$ cat config.mk
export PLATFORM = sky130hd
export DESIGN_NAME = split_addr_gen
export DESIGN_NICKNAME = d
export VERILOG_FILES = /design/src/rtl/split_addr_pkg.sv /design/src/rtl/split_cfg_latch.sv /design/src/rtl/split_line_seq.sv /design/src/rtl/split_addr_dp.sv /design/src/rtl/split_addr_gen.sv
export SDC_FILE = /design/constraint.sdc
export NUM_CORES = 1
export LEC_CHECK = 0
export ABC_AREA = 0
export BUFFER_PORTS_ARGS = -buffer_cell sky130_fd_sc_hd__clkbuf_2
export CAP_MARGIN = 20
export CORE_MARGIN = 4
export CORE_UTILIZATION = 40
export CTS_CLUSTER_DIAMETER = 40
export CTS_CLUSTER_SIZE = 28
export DETAILED_ROUTE_END_ITERATION = 7
export GPL_ROUTABILITY_DRIVEN = 0
export PLACE_DENSITY = 0.74
export SETUP_SLACK_MARGIN = 0.15
export SLEW_MARGIN = 30
export SYNTH_ARGS = -nofsm -noshare
export SYNTH_HDL_FRONTEND = slang
export SYNTH_HIERARCHICAL = 1
export SYNTH_SLANG_ARGS = --single-unit
export TNS_END_PERCENT = 50
$ cat constraint.sdc
create_clock -name clk -period 9.5 [get_ports clk]
set_clock_uncertainty 0.1 [all_clocks]
set_input_delay 2.375 -clock clk [delete_from_list [all_inputs] [get_ports clk]]
set_output_delay 2.375 -clock clk [all_outputs]
set_load 0.005 [all_outputs]
$ cat src/rtl/split_addr_pkg.sv
package split_addr_pkg;

    localparam int ADDR_W  = 20;
    localparam int LINE_W  = 10;
    localparam int PITCH_W = 12;
    localparam int BYTE_W  = 8;
    localparam int HI_W    = ADDR_W - 2 * BYTE_W;

    typedef logic [ADDR_W-1:0]  addr_t;
    typedef logic [LINE_W-1:0]  line_t;
    typedef logic [PITCH_W-1:0] pitch_t;

    localparam line_t CMP_RESET = '1;

    typedef enum logic [2:0] {
        DEPTH_1    = 3'd0,
        DEPTH_2    = 3'd1,
        DEPTH_4    = 3'd2,
        DEPTH_8    = 3'd3,
        DEPTH_15   = 3'd4,
        DEPTH_16   = 3'd5,
        DEPTH_RSV6 = 3'd6,
        DEPTH_RSV7 = 3'd7
    } depth_e;

    typedef struct packed {
        line_t  cmp;
        line_t  height;
        addr_t  s2_base;
        pitch_t pitch;
        depth_e depth;
    } frame_cfg_t;

    typedef enum logic [1:0] {
        ACT_HOLD,
        ACT_LOAD_S1,
        ACT_ADVANCE,
        ACT_LOAD_S2
    } addr_act_e;

    function automatic logic depth_reserved(input depth_e d);
        return (d == DEPTH_RSV6) || (d == DEPTH_RSV7);
    endfunction

    function automatic addr_t join_base(input logic [BYTE_W-1:0] lo,
                                        input logic [BYTE_W-1:0] mid,
                                        input logic [BYTE_W-1:0] hi);
        return {hi[HI_W-1:0], mid, lo};
    endfunction

    // A split exists only when Screen 1 (cmp+1 lines) is shorter than the display.
    function automatic logic split_enabled(input line_t cmp, input line_t height);
        logic [LINE_W:0] top_lines;
        top_lines = {1'b0, cmp} + (LINE_W+1)'(1);
        return top_lines < {1'b0, height};
    endfunction

endpackage

$ cat src/rtl/split_cfg_latch.sv
module split_cfg_latch
    import split_addr_pkg::*;
(
    input  logic       clk,
    input  logic       rst,
    input  logic       frame_start,
    input  frame_cfg_t cfg_d,
    output frame_cfg_t cfg_q
);

    always_ff @(posedge clk) begin
        if (rst) begin
            cfg_q.cmp     <= CMP_RESET;
            cfg_q.height  <= '0;
            cfg_q.s2_base <= '0;
            cfg_q.pitch   <= '0;
            cfg_q.depth   <= DEPTH_1;
        end else if (frame_start) begin
            cfg_q <= cfg_d;
        end
    end

endmodule

$ cat src/rtl/split_line_seq.sv
module split_line_seq
    import split_addr_pkg::*;
(
    input  logic       clk,
    input  logic       rst,
    input  logic       frame_start,
    input  logic       line_start,
    input  depth_e     depth_live,
    input  frame_cfg_t cfg_q,
    output addr_act_e  act,
    output logic       screen2,
    output logic       rsvd
);

    line_t line_cnt;
    logic  screen2_q;
    logic  rsvd_q;
    logic  at_boundary;

    assign at_boundary = !screen2_q && (line_cnt == cfg_q.cmp)
                         && split_enabled(cfg_q.cmp, cfg_q.height);

    always_comb begin
        act = ACT_HOLD;
        if (frame_start) begin
            act = depth_reserved(depth_live) ? ACT_HOLD : ACT_LOAD_S1;
        end else if (line_start && !rsvd_q) begin
            act = at_boundary ? ACT_LOAD_S2 : ACT_ADVANCE;
        end
    end

    always_ff @(posedge clk) begin
        if (rst) begin
            line_cnt  <= '0;
            screen2_q <= 1'b0;
            rsvd_q    <= 1'b0;
        end else if (frame_start) begin
            line_cnt <= '0;
            rsvd_q   <= depth_reserved(depth_live);
            if (!depth_reserved(depth_live)) begin
                screen2_q <= 1'b0;
            end
        end else if (act == ACT_LOAD_S2) begin
            screen2_q <= 1'b1;
            line_cnt  <= line_cnt + 1'b1;
        end else if (act == ACT_ADVANCE) begin
            line_cnt <= line_cnt + 1'b1;
        end
    end

    assign screen2 = screen2_q;
    assign rsvd    = rsvd_q;

endmodule

$ cat src/rtl/split_addr_dp.sv
module split_addr_dp
    import split_addr_pkg::*;
(
    input  logic      clk,
    input  logic      rst,
    input  addr_act_e act,
    input  addr_t     s1_live,
    input  addr_t     s2_base,
    input  pitch_t    pitch,
    output addr_t     line_addr
);

    addr_t addr_q;

    always_ff @(posedge clk) begin
        if (rst) begin
            addr_q <= '0;
        end else begin
            unique case (act)
                ACT_LOAD_S1: addr_q <= s1_live;
                ACT_LOAD_S2: addr_q <= s2_base;
                ACT_ADVANCE: addr_q <= addr_q + ADDR_W'(pitch);
                default:     addr_q <= addr_q;
            endcase
        end
    end

    assign line_addr = addr_q;

endmodule

$ cat src/rtl/split_addr_gen.sv
module split_addr_gen
    import split_addr_pkg::*;
(
    input  logic        clk,
    input  logic        rst,
    input  logic        frame_start,
    input  logic        line_start,
    input  logic [9:0]  cmp_line,
    input  logic [9:0]  disp_lines,
    input  logic [7:0]  s1_base_lo,
    input  logic [7:0]  s1_base_mid,
    input  logic [7:0]  s1_base_hi,
    input  logic [19:0] s2_base,
    input  logic [11:0] pitch_words,
    input  logic [2:0]  depth_sel,
    output logic [19:0] line_addr,
    output logic        screen2,
    output logic        depth_rsvd
);

    frame_cfg_t cfg_d;
    frame_cfg_t cfg_q;
    addr_act_e  act;
    addr_t      s1_live;

    always_comb begin
        cfg_d.cmp     = cmp_line;
        cfg_d.height  = disp_lines;
        cfg_d.s2_base = s2_base;
        cfg_d.pitch   = pitch_words;
        cfg_d.depth   = depth_e'(depth_sel);
    end

    assign s1_live = join_base(s1_base_lo, s1_base_mid, s1_base_hi);

    split_cfg_latch u_cfg (
        .clk         (clk),
        .rst         (rst),
        .frame_start (frame_start),
        .cfg_d       (cfg_d),
        .cfg_q       (cfg_q)
    );

    split_line_seq u_seq (
        .clk         (clk),
        .rst         (rst),
        .frame_start (frame_start),
        .line_start  (line_start),
        .depth_live  (cfg_d.depth),
        .cfg_q       (cfg_q),
        .act         (act),
        .screen2     (screen2),
        .rsvd        (depth_rsvd)
    );

    split_addr_dp u_dp (
        .clk       (clk),
        .rst       (rst),
        .act       (act),
        .s1_live   (s1_live),
        .s2_base   (cfg_q.s2_base),
        .pitch     (cfg_q.pitch),
        .line_addr (line_addr)
    );

endmodule

Word level (Yosys, flattened, before mapping)
Index checks and enable logic that the tools add are counted.
{ "word_totals": {"regBits": 84, "elab_cells": 40, "out_inout_bits": 22, "input_bits": 83} }
{ "classes": {"n_eq_ne": 7, "order_cmp": 1, "addsub": 3, "reduce_logical": 11, "mux": 10} }
{ "ops": {"columns": ["op", "n"], "rows": [
  ["20-bit case mux with 3 select lines", 1],
  ["20-bit by 12-bit adder with 20-bit output", 1],
  ["10-bit two-way mux", 2],
  ["10-bit by 1-bit adder with 11-bit output (second input constant)", 1],
  ["11-bit by 10-bit less-than comparator with 1-bit output", 1],
  ["10-bit by 1-bit adder with 10-bit output (second input constant)", 1],
  ["10-bit equality test", 1],
  ["3-bit equality test (second input constant)", 2],
  ["1-bit two-way mux", 5],
  ["2-bit equality test (second input constant)", 2],
  ["2-bit two-way mux", 2],
  ["2-bit nonzero test", 2],
  ["1-bit logical AND", 3],
  ["3-bit nonzero test", 1],
  ["2-bit by 1-bit equality test with 1-bit output (second input constant)", 1],
  ["1-bit logical NOT", 2],
  ["2-bit inequality test (second input constant)", 1],
  ["2-bit AND reduction", 1],
  ["2-bit OR reduction", 1],
  ["1-bit logical OR", 1]
]} }

Depth between registers and ports, before layout
Gate-level depths: netlist of run 1.
{ "depth": {"depth_word": 9, "depth_mapped": 17} }

By module
The synthesis of run 1 kept the hierarchy.
{ "by_module_without_submodules": {"columns": ["mod", "seq_area_each_um2", "instances", "area_each_um2", "cells_each"], "rows": [
  ["split_cfg_latch", 1101.1, 1, 2003.2, 178],
  ["split_addr_dp", 400.4, 1, 1876.8, 231],
  ["split_line_seq", 240.2, 1, 1007.2, 122]
]} }

Least setup slack after synthesis of run 1
Ideal clock, no wire load.
{ "synth_timing": {"path_kind": "input-to-reg", "start": "input line_start", "end": "register u_dp.addr_q[15], in the netlist u_dp/line_addr[15]", "stages": 9, "required_time_ns": 9.278, "path_slack_ns": 4.873, "arrival_ns": 4.405, "cell_sequence": "nor3b_4 > o2111ai_1 > a311o_1 > o21ai_1 > buf_2 > buf_2 > clkbuf_1 > nor2_1 > a311o_1"} }
{ "synth_between": {"elab_chain_len": 5, "word_cells_on_any_way": 8, "classes_between": "3 x eq/ne; 3 x mux; 2 x reduce/logical"} }
{ "synth_lines": {"columns": ["item", "line_no", "text"], "rows": [
  ["start, declared", "split_addr_gen.sv:7", "input logic line_start,"],
  ["1-bit logical AND *", "split_line_seq.sv:27", "end else if (line_start && !rsvd_q) begin"],
  ["2-bit two-way mux *", "split_line_seq.sv:27", null],
  ["2-bit two-way mux *", "split_line_seq.sv:25", "if (frame_start) begin"],
  ["via act[0]", "split_addr_gen.sv:23", "addr_act_e act;"],
  ["2-bit equality test / 2-bit by 1-bit equality test with 1-bit output (equally long branches)", "split_addr_dp.sv:19", "unique case (act)"],
  ["20-bit case mux with 3 select lines / 3-bit nonzero test (equally long branches)", null, null],
  ["end signal, assigned", "split_addr_dp.sv:20", "ACT_LOAD_S1: addr_q <= s1_live;"],
  ["end signal, assigned", "split_addr_dp.sv:21", "ACT_LOAD_S2: addr_q <= s2_base;"],
  ["end signal, assigned", "split_addr_dp.sv:22", "ACT_ADVANCE: addr_q <= addr_q + ADDR_W'(pitch);"],
  ["end, declared", "split_addr_dp.sv:13", "addr_t addr_q;"]
]} }
The timed path passes the listed nets; every way through them passes the cells marked *.
A chain may end at the register's enable or synchronous reset.

Worst setup path in the final report of run 1
{ "layout_timing": {"start": "input frame_start", "end": "register u_dp.addr_q[12], in the netlist u_dp/line_addr[12]"} }
{ "layout_between": {"elab_chain_len": 3, "word_cells_on_any_way": 6, "classes_between": "3 x eq/ne; 2 x mux; 1 x reduce/logical"} }
{ "layout_lines": {"columns": ["item", "line_no", "text"], "rows": [
  ["start, declared", "split_addr_gen.sv:6", "input logic frame_start,"],
  ["2-bit two-way mux *", "split_line_seq.sv:25", null],
  ["via act[1]", "split_addr_gen.sv:23", null],
  ["2-bit equality test / 2-bit by 1-bit equality test with 1-bit output (equally long branches)", "split_addr_dp.sv:19", null],
  ["20-bit case mux with 3 select lines / 3-bit nonzero test (equally long branches)", null, null]
]} }
Marks and branches as above.

==> impl_metrics.env, run 1 <==
export IMPL_detail_route_vias_per_cell=5.38
export IMPL_first_global_vias=3889
export IMPL_placement_rows=39
export IMPL_diode_count=0
export IMPL_cts_resized=0
export IMPL_totalWireLength_microns=11500
export IMPL_cts_hold_buf=0
export IMPL_report_final_slew_viol_count=0
export IMPL_timing_max_slew_rel_slack_pct=35.9
export IMPL_cts_inserted_buffers=9
export IMPL_worstSetupEndpointType="register"
export IMPL_groute_usage_overall_pct=16.3
export IMPL_synth_area_sq_mm=0.00479
export IMPL_core_sq_mm=0.0116
export IMPL_clock_insertion_delay_worst_skew_ns=0.34
export IMPL_boundary_pin_count=105
export IMPL_setup_violations_final=0
export IMPL_worstPathRequired_ns=9.65
export IMPL_vias=4060
export IMPL_final_nets=714
export IMPL_postSynthNetCount=629
export IMPL_drive_gt1_share_pct=22.9
export IMPL_hold_viol=0
export IMPL_drtIter0Drc=198
export IMPL_antenna_found_initial=2
export IMPL_die_width_microns=117
export IMPL_grt_start_max_net_pins=83
export IMPL_cts_path_max_buffers=2
export IMPL_power_density_cell_area_mw_per_mm2=161
export IMPL_min_period_ns=5.66
export IMPL_startpoint_type="input pin"
export IMPL_outcome="completed"
export IMPL_fp_dieArea_sq_mm=0.0138
export IMPL_finalNonFillerCells=754
export IMPL_cap_viol_max_count=0
export IMPL_leakagePower_nw=2.58
export IMPL_clk_pin_slew_ns=0.06
export IMPL_placed_cells_incl_taps=739
export IMPL_clockRootBuffer="clkbuf_16"
export IMPL_grt_setup_unrepaired="no"
export IMPL_placement_io_buffers=99
export IMPL_netlist_instances=522
export IMPL_power_ir_vdd_worst_v=0.0000924
export IMPL_cp_arrival_ns=5.81
export IMPL_fillers=1081
export IMPL_final_setup_tns_ns=0
export IMPL_number_of_synthesis_warnings=6
export IMPL_drtAntennaViolNets=0
export IMPL_remaining_drc_errors=0
export IMPL_cts_htree_levels=3
export IMPL_wl_per_cell_microns=15.2
export IMPL_postCtsSetupBuffers=0
export IMPL_crit_fanout=67
export IMPL_min_period_over_period_pct=59.6
export IMPL_clock_fmax_mhz=177
export IMPL_grt_pass1_wl_microns=18800
export IMPL_grt_ovfl_total=0
export IMPL_tightestPinTransition_ns=0.962
export IMPL_area_growth_syn_to_layout_pct=16.9
export IMPL_cts_sinks=84
export IMPL_synth_area_per_cell_sq_um=9.17
export IMPL_initial_standard_cell_utilization_of_the_core_pct=41.4
export IMPL_firstDrtPassIters=4
export IMPL_post_dp_hpwl_microns=8340
export IMPL_min_path_type="register to register"
export IMPL_tritoncts="done"
export IMPL_timing_setup_critical_path_class="input pin to register"
export IMPL_overall_die_height_microns=117
## state kept, by name (all words and copies together), names as in the netlist
register	flops
u_cfg/cfg_q	52
u_dp/line_addr	20
u_seq/line_cnt	10
u_seq/rsvd	1
u_seq/screen2	1
## worst paths after layout
kind                                                   start                              end  slack [ns]  cells after the start
worst max-delay path                             frame_start  u_dp/line_addr[12]$_SDFFE_PP0P_        3.84                     11
worst min register to register  u_cfg/cfg_q[24]$_SDFFE_PP0P_     u_cfg/cfg_q[24]$_SDFFE_PP0P_        0.40                      2
worst min-delay path            u_cfg/cfg_q[24]$_SDFFE_PP0P_     u_cfg/cfg_q[24]$_SDFFE_PP0P_        0.40                      2
worst max register to register  u_cfg/cfg_q[45]$_SDFFE_PP1P_  u_dp/line_addr[12]$_SDFFE_PP0P_        5.38                     15
## routing by layer
metal | up-vias | track usage (%) | part of all wire, %
met4 | 4 | 6.30 | 2.1
li1 | 2028 | - | -
met3 | 23 | 5.10 | 6.2
met5 | - | 0 | 0.22
met1 | 1893 | 20.4 | 45
met2 | 112 | 26.5 | 46
## where the power goes
part	switching (W)	internal [W]
Clock	0.000140	0.000208
Combinational	0.0000803	0.0000787
Sequential	0.0000193	0.000374
Total	0.000240	0.000661
## worst max-delay path, cell delays in order
cell and delay, ns:
buf_4 0.37, nor3b_4 0.27, buf_4 0.46, o2111ai_1 0.18
a311o_1 0.42, o21ai_4 0.13, buf_4 0.46, and2_0 0.46
a21oi_1 0.18, a31o_2 0.28, a221oi_2 0.20
## through the flow
stage / power [W] / instance area [sq um] / setup WS [ns] / hold slack, ns / utilization [%]
global placement: 0.000552 / 5300 / 3.52 / 0.371 / 45.8
finish: 0.000901 / 5590 / 3.84 / 0.396 / 48.4
detailed placement: 0.000560 / 5300 / 3.45 / 0.388 / 45.8
floorplan: 0.000512 / 4790 / 4.87 / 0.355 / -
CTS: 0.000913 / 5590 / 3.81 / 0.405 / 48.4
global route: 0.000947 / 5590 / 3.51 / 0.429 / 48.4
## cells in the final DEF, fill, tap and decap left out, types with 3 or more instances in the layout
cell type and instances:
nor2b_1 21, xnor2_1 12, inv_1 22, o21ai_0 7
a21oi_1 28, nand4_1 6, or2_2 3, a21o_1 6
nand2_1 26, nor2_1 67, nor4_1 3, buf_4 4
xor2_1 19, mux2_2 3, nor3_1 7, mux4_2 6
ha_1 23, clkbuf_2 98, dfxtp_1 84, nand3_1 10
o31ai_1 3, clkbuf_16 9, a211oi_1 9, or3_1 4
nand2b_1 6, o22ai_1 6, and3_1 8, o211ai_1 3
a211o_1 11, mux2i_1 53, clkinv_2 3
## layout make-up
cell class | instances | area (sq um) | share of cell area, %
repair buffers | 102 | 520 | 9.31
clock inverters | 5 | 52.6 | 0.940
flip-flops and latches | 84 | 1680 | 30.1
multi-input cells | 388 | 2840 | 50.7
clock buffers | 10 | 239 | 4.27
inverters | 22 | 82.6 | 1.48
well taps | 143 | 179 | 3.20
(Power assumes the default switching activity.)
==> inputs of run 2 (changes only) <==
ABC_AREA = 1   (was 0)
PLACE_DENSITY = 0.73   (was 0.74)
clock period = 5.66 ns   (was 9.5 ns; I/O delays follow)
==> run 2 against run 1 <==
  * Hold slack got worse by 0.025 ns
  * Final area rose by 8.1%
  * Count of clock-buffer cells in the layout fell by 1
  * Largest cell class unchanged
  * Largest power group unchanged
  * Highest routed layer is now met4
==> impl_metrics.env, run 2 <==
export IMPL_outcome="completed"
export IMPL_cts_resized=0
export IMPL_overall_die_height_microns=122
export IMPL_boundary_pin_count=105
export IMPL_min_period_ns=3.83
export IMPL_area_growth_syn_to_layout_pct=15.8
export IMPL_detail_route_vias_per_cell=4.75
export IMPL_layout_cells_most_common_list="nand2_1, inv_1, nor2_1"
export IMPL_final_setup_tns_ns=0
export IMPL_grt_start_max_net_pins=97
export IMPL_diode_count=0
export IMPL_antenna_found_initial=0
export IMPL_cell_by_cell_trace_of_the_critical_path="nand3_2 -> nor2_2 -> nand2_2 -> nor3_4 -> nand3_2 -> xor2_1 -> ha_1 -> nand3_1 -> a21oi_1 -> nand2_1 -> nand3_1 -> nand2_1 -> nor2_2 -> inv_1 -> o21ai_0 -> a21oi_2"
export IMPL_cts_hold_buf=0
export IMPL_commonest_non_fill_non_tap_cell_in_the_layout="nand2_1"
export IMPL_remaining_drc_errors=0
export IMPL_min_period_over_period_pct=67.6
export IMPL_wl_per_cell_microns=12.7
export IMPL_cap_viol_max_count=0
export IMPL_crit_buf_inv=1
export IMPL_initial_standard_cell_utilization_of_the_core_pct=41.1
export IMPL_power_ir_vdd_worst_v=0.000153
export IMPL_fp_dieArea_sq_mm=0.0149
export IMPL_grt_setup_unrepaired="no"
export IMPL_core_sq_mm=0.0127
export IMPL_placement_io_buffers=99
export IMPL_crit_fanout=20
export IMPL_critical_path_slowest_cell="nor2_2"
export IMPL_cts_inserted_buffers=9
export IMPL_setup_violations_final=0
export IMPL_worstPathRequired_ns=5.79
export IMPL_timing_max_slew_rel_slack_pct=37.5
export IMPL_total_switching_power_w=0.000490
export IMPL_timing_critical_path_slowest_cell_delay_ns=0.59
export IMPL_tritoncts="done"
export IMPL_postCtsSetupBuffers=0
export IMPL_final_nets=1009
export IMPL_die_width_microns=122
export IMPL_totalWireLength_microns=13700
export IMPL_netlist_instances=819
export IMPL_drtIter0Drc=345
export IMPL_worstSetupEndpointType="register"
export IMPL_vias=5126
export IMPL_leakagePower_nw=3.23
export IMPL_clk_pin_slew_ns=0.07
export IMPL_min_path_type="register to register"
export IMPL_synth_area_per_cell_sq_um=6.38
export IMPL_whs_ns=0.371
export IMPL_groute_usage_overall_pct=18.8
export IMPL_cp_arrival_ns=3.96
export IMPL_largest_register_ffs=52
export IMPL_power_switching_fraction_pct=30.7
export IMPL_postSynthNetCount=926
export IMPL_dp_worst_setup_slack_ns=1.82
export IMPL_post_dp_hpwl_microns=10400
export IMPL_totalPowerFinal_w=0.00160
export IMPL_synth_area_sq_mm=0.00522
export IMPL_tightestPinTransition_ns=0.937
export IMPL_cts_htree_levels=3
export IMPL_firstDrtPassIters=5
export IMPL_power_density_cell_area_mw_per_mm2=264
export IMPL_drtAntennaViolNets=0
export IMPL_clock_fmax_mhz=261
export IMPL_clock_insertion_delay_worst_skew_ns=0.35
export IMPL_largest_register="u_cfg/cfg_q"
export IMPL_drive_gt1_share_pct=17.2
export IMPL_p_seq_share_pct=42.4
export IMPL_power_clock_fraction_pct=37.7
export IMPL_first_global_vias=4635
export IMPL_hold_viol=0
export IMPL_placement_rows=41
export IMPL_number_of_synthesis_warnings=6
export IMPL_cts_path_max_buffers=2
export IMPL_cts_sinks=84
export IMPL_report_final_slew_viol_count=0
export IMPL_fillers=1432
export IMPL_pwr_share_comb_pct=19.9
export IMPL_final_critical_path_setup_slack_ns=1.83
export IMPL_startpoint_type="register"
export IMPL_critical_path_top_delay_family="simple AND/OR/NAND/NOR gates"
export IMPL_timing_setup_critical_path_class="register to register"
export IMPL_clockRootBuffer="clkbuf_16"
export IMPL_grt_ovfl_total=0
export IMPL_grt_pass1_wl_microns=22100
export IMPL_p_int_w=0.00111
run 2: power groups by stage:
stage	combinational, W	sequential, W	clock [W]
finish	0.000317	0.000676	0.000602
global route	0.000365	0.000681	0.000635
CTS	0.000317	0.000676	0.000614
detailed placement	0.000315	0.000689	0
global placement	0.000307	0.000688	0
floorplan	0.000230	0.000674	0
run 2: tightest hold or removal path: cells and delay by family (launching register included):
family           cells  cell delay [ns]
flip-flops           1             0.31
AND/OR/NAND/NOR      2             0.13
run 2: final cells by class:
class | instances | area [sq um] | area share [%]
multi-input combinational | 578 | 2860 | 47.3
clock buffer | 9 | 225 | 3.72
inverter | 129 | 484 | 8.01
sequential | 84 | 1680 | 27.8
tap | 172 | 215 | 3.56
clock inverter | 7 | 75.1 | 1.24
timing repair buffer | 100 | 503 | 8.32
run 2: through the flow:
| stage | instance area, sq um | util [%] | std cells |
|---|---|---|---|
| after detailed placement | 5750 | 45.2 | 1063 |
| after floorplan | 5220 | - | 819 |
| after CTS | 6050 | 47.5 | 1079 |
| after global placement | 5740 | 45.2 | 1063 |
| final | 6050 | 47.5 | 1079 |
| after global routing | 6050 | 47.5 | 1079 |
run 2: final timing paths:
kind,from,end,slack [ns],depth (start not counted)
hold / removal,u_cfg/cfg_q[35]$_SDFFE_PP0P_,u_cfg/cfg_q[35]$_SDFFE_PP0P_,0.37,2
setup reg to reg,u_cfg/cfg_q[47]$_SDFFE_PP1P_,u_dp/line_addr[18]$_SDFFE_PP0P_,1.83,16
setup / recovery,u_cfg/cfg_q[47]$_SDFFE_PP1P_,u_dp/line_addr[18]$_SDFFE_PP0P_,1.83,16
hold reg to reg,u_cfg/cfg_q[35]$_SDFFE_PP0P_,u_cfg/cfg_q[35]$_SDFFE_PP0P_,0.37,2
run 2: metal layers:
metal | wire length (microns) | track usage [%] | share of wire (%) | up-vias
li1 | - | - | - | 2721
met2 | 6150 | 29.9 | 45 | 110
met3 | 631 | 2.53 | 4.6 | 17
met1 | 6690 | 25.8 | 49 | 2278
met4 | 265 | 7.35 | 1.9 | 0
met5 | 0 | 0 | 0 | -
